[config.mk]
export PLATFORM = sky130hd
export DESIGN_NAME = dbi_serial_tx
export DESIGN_NICKNAME = d
export VERILOG_FILES = /design/src/rtl/dbi_tx_pkg.sv /design/src/rtl/dbi_tx_ctrl.sv /design/src/rtl/dbi_tx_datapath.sv /design/src/rtl/dbi_serial_tx.sv
export SDC_FILE = /design/constraint.sdc
export NUM_CORES = 1
export LEC_CHECK = 0
export ABC_AREA = 0
export CAP_MARGIN = 20
export CORE_ASPECT_RATIO = 0.6
export CORE_UTILIZATION = 46
export CTS_BUF_LIST = sky130_fd_sc_hd__clkbuf_16
export DETAILED_ROUTE_END_ITERATION = 12
export GPL_TIMING_DRIVEN = 0
export MAX_ROUTING_LAYER = met4
export PLACE_DENSITY = 0.71
export SYNTH_ARGS = -nofsm -noshare
export SYNTH_HDL_FRONTEND = slang
export SYNTH_SLANG_ARGS = --single-unit
[constraint.sdc]
create_clock -name clk -period 1.7 [get_ports clk]
set_input_delay 0.255 -clock clk [delete_from_list [all_inputs] [get_ports clk]]
set_output_delay 0.255 -clock clk [all_outputs]
set_load 0.02 [all_outputs]
[src/rtl/dbi_tx_pkg.sv]
package dbi_tx_pkg;
  localparam logic [1:0] MODE_THREE_WIRE = 2'd1;
  localparam logic [1:0] MODE_FOUR_WIRE  = 2'd2;
  localparam logic [4:0] XFER_WIDE       = 5'd16;

  typedef enum logic [2:0] {
    ST_IDLE,
    ST_LOW,
    ST_HIGH,
    ST_WAIT,
    ST_GUARD
  } txState_t;

  // strobes and word format from control to datapath
  typedef struct packed {
    logic load;
    logic shift;
    logic threeWire;
    logic wide;
  } dpStrobe_t;
endpackage

[src/rtl/dbi_tx_ctrl.sv]
module dbi_tx_ctrl
  import dbi_tx_pkg::*;
#(
  parameter int DIV_W  = 8,
  parameter int WORD_W = 8
) (
  input  logic             clk,
  input  logic             rstN,
  input  logic [1:0]       cfgMode,
  input  logic [4:0]       cfgXferSize,
  input  logic [DIV_W-1:0] cfgDiv,
  input  logic             inValid,
  input  logic             inLast,
  output logic             inReady,
  output logic             sck,
  output logic             csN,
  output logic             busy,
  output dpStrobe_t        strobe
);
  localparam int SHIFT_W = 2 * WORD_W;
  localparam int CNT_W   = $clog2(SHIFT_W + 1);
  localparam logic [CNT_W-1:0] LAST_THREE  = CNT_W'(WORD_W);
  localparam logic [CNT_W-1:0] LAST_NARROW = CNT_W'(WORD_W - 1);
  localparam logic [CNT_W-1:0] LAST_WIDE   = CNT_W'(SHIFT_W - 1);

  txState_t         state;
  logic [DIV_W-1:0] divCnt, divQ;
  logic [CNT_W-1:0] bitCnt, bitLoad;
  logic             threeQ, wideQ, lastQ, sckQ, csNQ, guardHalf;
  logic             tick, accept, threeSel, wideSel;

  always_comb begin
    inReady  = (state == ST_IDLE) || (state == ST_WAIT);
    accept   = inValid && inReady;
    tick     = (divCnt == divQ);
    threeSel = (state == ST_IDLE) ? (cfgMode == MODE_THREE_WIRE) : threeQ;
    wideSel  = (state == ST_IDLE) ? ((cfgMode != MODE_THREE_WIRE) && (cfgXferSize == XFER_WIDE))
                                  : wideQ;
    bitLoad  = threeSel ? LAST_THREE : (wideSel ? LAST_WIDE : LAST_NARROW);
    strobe.load      = accept;
    strobe.shift     = (state == ST_HIGH) && tick && (bitCnt != '0);
    strobe.threeWire = threeSel;
    strobe.wide      = wideSel;
  end

  always_ff @(posedge clk or negedge rstN) begin
    if (!rstN) begin
      state     <= ST_IDLE;
      divCnt    <= '0;
      divQ      <= '0;
      bitCnt    <= '0;
      threeQ    <= 1'b0;
      wideQ     <= 1'b0;
      lastQ     <= 1'b0;
      sckQ      <= 1'b0;
      csNQ      <= 1'b1;
      guardHalf <= 1'b0;
    end else begin
      case (state)
        ST_IDLE, ST_WAIT: begin
          if (accept) begin
            if (state == ST_IDLE) begin
              divQ   <= cfgDiv;
              threeQ <= threeSel;
              wideQ  <= wideSel;
            end
            bitCnt <= bitLoad;
            lastQ  <= inLast;
            divCnt <= '0;
            csNQ   <= 1'b0;
            state  <= ST_LOW;
          end
        end
        ST_LOW: begin
          if (tick) begin
            divCnt <= '0;
            sckQ   <= 1'b1;
            state  <= ST_HIGH;
          end else begin
            divCnt <= divCnt + 1'b1;
          end
        end
        ST_HIGH: begin
          if (tick) begin
            divCnt <= '0;
            sckQ   <= 1'b0;
            if (bitCnt != '0) begin
              bitCnt <= bitCnt - 1'b1;
              state  <= ST_LOW;
            end else if (lastQ) begin
              csNQ      <= 1'b1;
              guardHalf <= 1'b0;
              state     <= ST_GUARD;
            end else begin
              state <= ST_WAIT;
            end
          end else begin
            divCnt <= divCnt + 1'b1;
          end
        end
        ST_GUARD: begin
          if (tick) begin
            divCnt    <= '0;
            guardHalf <= 1'b1;
            if (guardHalf) state <= ST_IDLE;
          end else begin
            divCnt <= divCnt + 1'b1;
          end
        end
        default: state <= ST_IDLE;
      endcase
    end
  end

  assign sck  = sckQ;
  assign csN  = csNQ;
  assign busy = !csNQ;
endmodule

[src/rtl/dbi_tx_datapath.sv]
module dbi_tx_datapath
  import dbi_tx_pkg::*;
#(
  parameter int WORD_W = 8
) (
  input  logic              clk,
  input  logic              rstN,
  input  dpStrobe_t         strobe,
  input  logic [WORD_W-1:0] inData,
  input  logic              inIsData,
  output logic              dout,
  output logic              cd
);
  localparam int SHIFT_W = 2 * WORD_W;

  logic [SHIFT_W-1:0] shiftQ, loadVal;
  logic               cdQ;

  always_comb begin
    if (strobe.threeWire)
      loadVal = {inIsData, inData, {(SHIFT_W-WORD_W-1){1'b0}}};
    else if (strobe.wide)
      loadVal = {{WORD_W{1'b0}}, inData};
    else
      loadVal = {inData, {WORD_W{1'b0}}};
  end

  always_ff @(posedge clk or negedge rstN) begin
    if (!rstN) begin
      shiftQ <= '0;
      cdQ    <= 1'b0;
    end else if (strobe.load) begin
      shiftQ <= loadVal;
      cdQ    <= strobe.threeWire ? 1'b0 : inIsData;
    end else if (strobe.shift) begin
      shiftQ <= {shiftQ[SHIFT_W-2:0], 1'b0};
    end
  end

  assign dout = shiftQ[SHIFT_W-1];
  assign cd   = cdQ;
endmodule

[src/rtl/dbi_serial_tx.sv]
module dbi_serial_tx
  import dbi_tx_pkg::*;
#(
  parameter int DIV_W  = 8,
  parameter int WORD_W = 8
) (
  input  logic              clk,
  input  logic              rstN,
  input  logic [1:0]        cfgMode,
  input  logic [4:0]        cfgXferSize,
  input  logic [DIV_W-1:0]  cfgDiv,
  input  logic              inValid,
  output logic              inReady,
  input  logic [WORD_W-1:0] inData,
  input  logic              inIsData,
  input  logic              inLast,
  output logic              sck,
  output logic              dout,
  output logic              csN,
  output logic              cd,
  output logic              busy
);
  dpStrobe_t strobe;

  dbi_tx_ctrl #(.DIV_W(DIV_W), .WORD_W(WORD_W)) u_ctrl (
    .clk(clk), .rstN(rstN), .cfgMode(cfgMode), .cfgXferSize(cfgXferSize),
    .cfgDiv(cfgDiv), .inValid(inValid), .inLast(inLast), .inReady(inReady),
    .sck(sck), .csN(csN), .busy(busy), .strobe(strobe)
  );

  dbi_tx_datapath #(.WORD_W(WORD_W)) u_dp (
    .clk(clk), .rstN(rstN), .strobe(strobe), .inData(inData),
    .inIsData(inIsData), .dout(dout), .cd(cd)
  );
endmodule

# Yosys cells after proc, flatten, opt, wreduce, memory -nomap -nowiden
# Cells that the tools add are included.
totals:
  reg_bits: 47
  input_bits: 28
  out_inout_bits: 6
  wordCells: 89
op_classes:
  addsub: 2
  eq_ne: 16
  n_mux: 36
  n_reduce_logical: 23
op_table:
  columns: ["op", "n"]
  rows:
  - ["2-to-1 mux 16 bit", 4]
  - ["2-to-1 mux 3 bit", 7]
  - ["2-to-1 mux 5 bit", 4]
  - ["2-to-1 mux 8 bit", 2]
  - ["one-hot mux 8 bit (2 select lines)", 1]
  - ["AND reduction 5 bit", 3]
  - ["inequality test 2 x 1 -> 1 bit (second input constant)", 7]
  - ["2-to-1 mux 1 bit", 12]
  - ["one-hot mux 3 bit (4 select lines)", 1]
  - ["one-hot mux 5 bit (2 select lines)", 1]
  - ["nonzero test 2 bit", 5]
  - ["adder 8 x 1 -> 8 bit (second input constant)", 1]
  - ["== test 8 bit", 1]
  - ["== test 3 x 2 -> 1 bit (second input constant)", 2]
  - ["one-hot mux 1 bit (2 select lines)", 3]
  - ["AND reduction 3 bit", 2]
  - ["== test 5 bit (second input constant)", 1]
  - ["nonzero test 5 bit", 1]
  - ["subtractor 5 x 1 -> 5 bit (second input constant)", 1]
  - ["logical AND 1 bit", 4]
  - ["2-to-1 mux 4 bit", 1]
  - ["inequality test 2 bit (second input constant)", 2]
  - ["AND reduction 2 bit", 2]
  - ["AND reduction 4 bit", 1]
  - ["other kinds (8)", 8]

# Longest topological paths before layout
# Gate-level depths: netlist of run 1.
logic_depth:
  word_depth: 7
  depth_mapped: 8

# Cells and area by module
# A second synthesis of run 1 with hierarchy kept.
unflattened:
  hier_cells: 268
  area_unflattened_um2: 2662.6
modules_own_cells:
  columns: ["mod", "n_inst", "cells_each", "area_each_um2"]
  rows:
  - ["dbi_tx_ctrl", 1, 189, 1686.6]
  - ["dbi_tx_datapath", 1, 79, 975.9]

# Least setup slack after synthesis of run 1
# OpenSTA, ideal clock, no wires.
synth_path:
  kind: "flip-flop to flip-flop"
  from: "reg u_ctrl.state[0]"
  to: "reg u_dp.shiftQ[1]"
  arrival_ns: 1.765
  t_required_ns: 1.623
  slack_ns: -0.143
  stages_incl_launch_ff: 6
  n_path_buf: 0
  synth_period_minus_slack_ns: 1.843
  cell_sequence: "dfrtp_1 > nor3_1 > mux2i_1 > nor3b_2 > nand2_1 > a21oi_1"
synth_between:
  elab_chain_len: 5
synth_rtl:
  columns: ["element", "line_no", "rtl"]
  rows:
  - ["from (decl)", "dbi_tx_ctrl.sv:26", "txState_t state;"]
  - ["from (signal assigned)", "dbi_tx_ctrl.sv:48", "state <= ST_IDLE;"]
  - ["from (signal assigned)", "dbi_tx_ctrl.sv:71", "state <= ST_LOW;"]
  - ["from (signal assigned)", "dbi_tx_ctrl.sv:78", "state <= ST_HIGH;"]
  - ["logical NOT 3 bit", "dbi_tx_ctrl.sv:33, dbi_tx_ctrl.sv:36, dbi_tx_ctrl.sv:37", null]
  - ["2-to-1 mux 1 bit", "dbi_tx_ctrl.sv:37", "wideSel = (state == ST_IDLE) ? ((cfgMode != MODE_THREE_WIRE) && (cfgXferSize == XFER_WIDE))"]
  - ["2-to-1 mux 16 bit", "dbi_tx_datapath.sv:22", "else if (strobe.wide)"]
  - ["2-to-1 mux 16 bit", "dbi_tx_datapath.sv:20", "if (strobe.threeWire)"]
  - ["2-to-1 mux 16 bit", "dbi_tx_datapath.sv:32", "end else if (strobe.load) begin"]
  - ["to (signal assigned)", "dbi_tx_datapath.sv:33", "shiftQ <= loadVal;"]
  - ["to (signal assigned)", "dbi_tx_datapath.sv:36", "shiftQ <= {shiftQ[SHIFT_W-2:0], 1'b0};"]
  - ["to (decl)", "dbi_tx_datapath.sv:16", "logic [SHIFT_W-1:0] shiftQ, loadVal;"]
# Parallel ways exist; a longest one is shown, timed or not.
# A chain may end at the register's enable or synchronous reset.

# Final worst setup path of run 1
layout_path:
  from: "reg u_ctrl.state[1]"
  to: "reg u_ctrl.bitCnt[2]"
layout_between:
  elab_chain_len: 5
layout_rtl:
  columns: ["element", "line_no", "rtl"]
  rows:
  - ["logical NOT 3 bit / == test 3 x 2 -> 1 bit (equally long branches)", "dbi_tx_ctrl.sv:33, dbi_tx_ctrl.sv:36, dbi_tx_ctrl.sv:59", null]
  - ["2-to-1 mux 1 bit / logical OR 1 bit (equally long branches)", "dbi_tx_ctrl.sv:36, dbi_tx_ctrl.sv:33", null]
  - ["2-to-1 mux 5 bit / logical AND 1 bit (equally long branches)", "dbi_tx_ctrl.sv:39, dbi_tx_ctrl.sv:34", null]
  - ["2-to-1 mux 5 bit / inequality test 2 x 1 -> 1 bit (equally long branches)", null, null]
  - ["one-hot mux 5 bit (2 select lines) / AND reduction 4 bit (equally long branches)", null, null]
  - ["to (signal assigned)", "dbi_tx_ctrl.sv:67", "bitCnt <= bitLoad;"]
  - ["to (signal assigned)", "dbi_tx_ctrl.sv:88", "bitCnt <= bitCnt - 1'b1;"]
  - ["to (decl)", "dbi_tx_ctrl.sv:28", "logic [CNT_W-1:0] bitCnt, bitLoad;"]
# Parallel ways exist; a longest one is shown, timed or not. The select of a mux whose other input is x is not followed.

==> out/metrics.csv, run 1 <==
metric,value,unit
antenna_left,0,
total_power,5.734,mW
nFillCells,329,
min_period_over_period,114.7,%
die_y,60.40,µm
relSlewSlack,55.53,%
report.final.hold_viol_count,0,
cts_tree,yes,
remaining_drc_errors,0,
hold_path.class,input port to async pin,
crit_fanout,4,
finalClockSkew,0.006687,ns
netlist_instances,262,
synthAdderAreaFrac,0.9569,%
row_count,20,
r2r_start,u_ctrl.state[1],
first_iter_violations,202,
yosys-top-cells-count,"dfrtp_1, nand2_1, o21ai_0, a21oi_1, nor2_1",
regArea,1185,µm²
crit_slowest_cell,dfrtp_2,
p_per_area,1430,nW/µm²
slowest_delay,0.44,ns
wl_per_cell,19.73,µm
vias,2515,
p_leak,1.702,nW
multi_input_area,1709,µm²
syn_area_per_cell,9.981,µm²
synth_area,2615,µm²
ys_seq_area_share,45.02,%
synthMuxAreaShare,7.703,%
synth_area_leaders,"dfrtp_1, mux2_2, mux2i_1",
drv_cap,0,
final_util,76.31,%
setup_viol,41,
crit_type,register to register,
antenna_cells,0,
synth_compound_area_share,21.24,%
cts_sinks,47,
fin_hold_ws,0.4436,ns
yosysWarningCount,0,
dp_hpwl,4554,µm
status,"complete, but fails checks",
startpoint_type,register,
async_flop_share,100.0,%
arrival,2.17,ns
grt-ovfl-total,0,
clock.fmax,0.5128,GHz
cpMostUsedCell,buf_6,
io_pins,34,
grt_use_total,27.02,%
start_util,49.76,%
rsz0062_at_grt,yes,
pre_cts_ws,-0.6366,ns
synth_cell_type_count,55,
yosys.area.top_type,dfrtp_1,
worst_pin_slew,0.6619,ns
clockBufferDepth,2,
die_w,99.34,µm
synth-main-ff-cell,dfrtp_1,
cts-root-buf,clkbuf_16,
clk_latency,0.29,ns
antenna_found_initial,0,
synth_xor_area_share,3.349,%
syn-num-nets,292,
nets,377,
drive_gt1_share,43.10,%
area_growth,53.35,%
layout_setup_ws,-0.2502,ns
numCtsBuffers,5,
first_pass_iters,5,
violations,setup timing,
htreeDepth,2,
ir_worst_vdd,679.0,µV
grt_pass1_vias,2168,
critical_path.startpoint,u_ctrl.state[1],
grt_pass1_wl,11750,µm
gp_congestion,0.8166,
dieArea,6000,µm²
synth-edff-count,0,
yosysMostFrequentCell,dfrtp_1,
cts.reportedPaths.clkPinSlew,0.07,ns
drv_slew,0,
synth_simple_gate_area_share,17.51,%
cp_cell_sequence,buf_6 > nor3_4 > mux2i_4 > buf_4 > buf_6 > nor2_2 > a31o_2 > a21oi_2,
endpoint_kind,register,
drt_wl_total,8167,µm
ys_ff_latch,47,
grt_max_degree,30,
routed_via_density,6.075,
setup_tns,-4.643,ns
period_minus_slack,1.950,ns
synth_top_family_by_area,compound AO/OA/AOI/OAI gates,
yosysTopAreaCellShare,44.02,%
numPortBuffers,33,
worstPathRequired,1.92,ns
core_area,5255,µm²
## worst max-delay path, delay by kind of cell (launching register included)
kind,cells,cell delay (ns)
compound gates,2,0.34
buf+inv,3,0.38
flops,1,0.44
mux,1,0.36
simple gates,2,0.36
## cell type report
type	count	share of cell area, %
Buffer	11	2.839
Clock inverter	3	0.3120
Sequential cell	47	29.55
Tap cell	66	2.059
Multi-Input combinational cell	197	42.62
Clock buffer	5	3.120
Inverter	6	0.5616
Timing Repair Buffer	79	18.94
## metal layers
| metal | part of all wire, % | global-route usage [%] | vias up |
|---|---|---|---|
| li1 | - | - | 1119 |
| met1 | 45 | 39.38 | 1225 |
| met2 | 44 | 37.10 | 152 |
| met3 | 8.2 | 7.488 | 19 |
| met4 | 2.1 | 6.092 | 0 |
| met5 | 0 | - | - |
## logic make-up after synthesis
kind of cell / Yosys count
muxes: 19
and+or+nand+nor: 81
AOI/OAI and AO/OA: 85
DFF: 47
buffers and inverters: 18
adders and majority gates: 2
xor gates and xnor gates: 10
## path summary, 6_finish.rpt
check | endpoint | slack (ns) | cells past startpoint
min | u_ctrl.bitCnt[1] | 0.44 | 2
max reg2reg | u_ctrl.bitCnt[2] | -0.25 | 8
max | u_ctrl.bitCnt[2] | -0.25 | 8
max in group asynchronous | u_ctrl.csN | 0.68 | 3
min in group clk | u_dp.cd | 0.47 | 2
min reg2reg | u_dp.cd | 0.47 | 2
## through the flow
stage               instances  cell area, µm²
floorplan                 262            2666
global placement          361            3079
detailed placement        362            3094
CTS                       400            3671
global route              414            4010
finish                    414            4010
## timing repair
item | in CTS | in global routing
gates resized for setup | 63 | 51
pin swaps | 19 | 22
endpoints found under the setup margin | 38 | 46
hold buffers | 1 | 0
cloned | 2 | 1
setup buffers | 28 | 13
endpoints found under the hold margin | 18 | 0
## registers in the layout (all words and copies together) (netlist names)
| signal | count |
|---|---|
| u_ctrl.state | 3 |
| u_ctrl.sck | 1 |
| u_ctrl.bitCnt | 5 |
| u_ctrl.wideQ | 1 |
| u_ctrl.csN | 1 |
| u_dp.shiftQ | 16 |
| u_dp.cd | 1 |
| u_ctrl.divQ | 8 |
| u_ctrl.lastQ | 1 |
| u_ctrl.divCnt | 8 |
| u_ctrl.threeQ | 1 |
| u_ctrl.guardHalf | 1 |
## power by group
group          switching (mW)  internal, mW
registers               0.445          1.57
clock network           0.431         0.533
logic                    1.35          1.40
## layout by cell type (no fill, tap or decap), drive strengths merged, types with 2 or more instances in the layout
cell type / count
mux2i: 10
nor3: 4
nand3: 10
dfrtp: 46
inv: 7
clkinv: 2
a31o: 2
nor2: 17
o21ai: 25
clkbuf: 7
xor2: 9
a21o: 5
a22oi: 8
buf: 56
o31ai: 2
ha: 2
mux2: 9
nor3b: 2
a22o: 5
a31oi: 4
nor2b: 3
nor4: 4
o21a: 2
a21oi: 22
or3: 3
or2: 4
nand2: 24
clkdlybuf4s50: 31
nand2b: 4
Power figures use the tool's default switching activity.
==> run 2, diff against run 1 <==
CTS_CLUSTER_SIZE = 14   (was default)
==> results of run 2 <==
The final DEF is identical to that of run 1; final timing and power are the same.
==> run 3, diff against run 2 <==
CORE_MARGIN = 10   (was default)
CORE_UTILIZATION = 50   (was 46)
GPL_TIMING_DRIVEN = 1   (was 0)
PLACE_DENSITY = 0.76   (was 0.71)
==> run 3 against run 2 <==
  * The run still ends with setup timing left
  * Non-clock buffer count up 8
  * Combinational power up 3%
  * Sequential power about the same
  * Critical path depth down 2
  * Maximum frequency up 0.66%
  * Flip-flop and latch count unchanged
  * Final cell count up 2.2%
  * Total power up 0.90%
  * Critical path type unchanged
==> out/metrics.csv, run 3 (same netlist as run 1, synthesis figures left out) <==
metric,value,unit
status,"complete, but fails checks",
violations,setup timing,
numCtsBuffers,5,
drv_slew,0,
hold_path.class,input port to async pin,
cts_sinks,47,
rr_endpoint,u_ctrl.guardHalf,
worstPathRequired,1.86,ns
core_area,5055,µm²
drive_gt1_share,42.30,%
grt-ovfl-total,0,
row_count,20,
vias,2568,
relSlewSlack,76.46,%
drv_cap,0,
report.final.hold_viol_count,0,
netSwitchingFraction,39.09,%
finish.instance_area,3950,µm²
ir_worst_vdd,952.4,µV
worst_pin_slew,0.3504,ns
die_w,113.4,µm
layout_setup_ws,-0.2374,ns
r2r_cells,6,
antenna_cells,0,
clockBufferDepth,2,
min_period_over_period,114.0,%
crit_fanout,4,
clock.fmax,0.5161,GHz
first_iter_violations,258,
startpoint_type,register,
pre_cts_ws,-0.2653,ns
p_int,3.524,mW
drt_wl_total,8593,µm
p_clk_share,16.4,%
rsz0062_at_grt,yes,
place_area,3349,µm²
combPwrFrac,49.0,%
grt_pass1_vias,2474,
dieArea,8618,µm²
die_y,76.02,µm
remaining_drc_errors,0,
start_util,51.73,%
clk_latency,0.29,ns
arrival,2.09,ns
endpoint_kind,register,
first_pass_iters,5,
crit_type,register to register,
largest_register,u_dp.shiftQ,
p_per_area,1465,nW/µm²
largest_register_ffs,16,
grt_max_degree,20,
htreeDepth,2,
wl_per_cell,20.31,µm
total_power,5.786,mW
dp_hpwl,5261,µm
finalClockSkew,0.007173,ns
p_seq_share,34.6,%
io_pins,34,
layout_common_cells,"buf_4, dfrtp_1, clkdlybuf4s50_1",
gp_congestion,0.9227,
area_growth,51.05,%
grt_use_total,17.95,%
grt_pass1_wl,12510,µm
p_leak,1.745,nW
cts.reportedPaths.clkPinSlew,0.06,ns
nets,386,
setup_viol,34,
numPortBuffers,33,
final_util,78.14,%
period_minus_slack,1.937,ns
cts-root-buf,clkbuf_16,
antenna_left,0,
layout_commonest_cell,buf_4,
cts_tree,yes,
p_switching,2.261,mW
r2r_slack,-0.24,ns
routed_via_density,6.071,
antenna_found_initial,0,
r2r_start,u_ctrl.divQ[2],
largestRegisters,"u_dp.shiftQ: 16 flops, u_ctrl.divCnt: 8 flops, u_ctrl.divQ: 8 flops",
[run 3: cell count changes in the layout (fill, tap and decap cells not counted), sizes merged]
cell and delta:
buf +9, clkdlybuf4s50 -2, dlymetal6s2s +2, clkbuf -1
nand3 +1
[run 3: power by group through the flow]
stage	Sequential [mW]	Combinational [mW]	Clock [mW]
after floorplan	1.91	1.29	0
after global placement	1.91	2.08	0
after detailed placement	1.93	2.16	0
after CTS	1.95	2.48	0.956
after global routing	2.03	3.03	1.01
final	2.00	2.83	0.949
[run 3: how the worst max path moves through the flow]
| stage | from | end | slack, ns | cells past startpoint |
|---|---|---|---|---|
| after floorplan | u_ctrl.divCnt[2] | u_ctrl.divCnt[7] | -0.06 | 6 |
| after global placement | cfgXferSize[1] | u_dp.shiftQ[5] | -0.18 | 8 |
| after detailed placement | u_ctrl.state[1] | u_ctrl.divCnt[2] | -0.27 | 6 |
| after CTS | u_ctrl.divCnt[5] | u_dp.shiftQ[8] | -0.09 | 6 |
| after global routing | u_ctrl.state[1] | u_dp.shiftQ[11] | -0.25 | 6 |
| final | u_ctrl.divQ[2] | u_ctrl.guardHalf | -0.24 | 6 |
[run 3: what timing repair did]
action,CTS,global route
endpoints found under the hold margin,9,0
gates cloned,1,0
endpoints found under the setup margin,37,39
hold buffers,1,0
buffers inserted,12,7
pin swaps,6,14
gates resized for setup,39,40
[run 3: area by class of cell]
cell class              instances  area (µm²)
clock buffers                   5       125.1
repair buffers                 98       885.9
multi-input cells             198        1637
inverters                       6       22.52
flip-flops and latches         47        1181
fillers                       292        1105
well taps                      66       82.58
clock inverters                 3       16.27
[run 3: through the flow]
stage	TNS, ns	cells	hold slack, ns
CTS	-1.609	416	0.3879
global placement	-3.581	394	0.1608
floorplan	-0.1460	262	-0.04059
finish	-3.957	423	0.3782
detailed placement	-5.368	394	0.1591
global route	-5.743	423	0.4116
[run 3: worst max-delay path, cell delays in order (launching register included)]
cell and delay, ns:
dfrtp_1 0.41, xor2_2 0.20, nor4_4 0.40, buf_4 0.18, nand3_1 0.16, o31ai_2 0.33, a21oi_1 0.13
[run 3: layer usage]
metal / share of wire [%] / global-route usage, % / vias to the layer above
li1: - / - / 1137
met1: 45 / 24.63 / 1263
met2: 46 / 26.43 / 148
met3: 7.6 / 3.774 / 20
met4: 1.9 / 4.040 / 0
met5: 0 / - / -
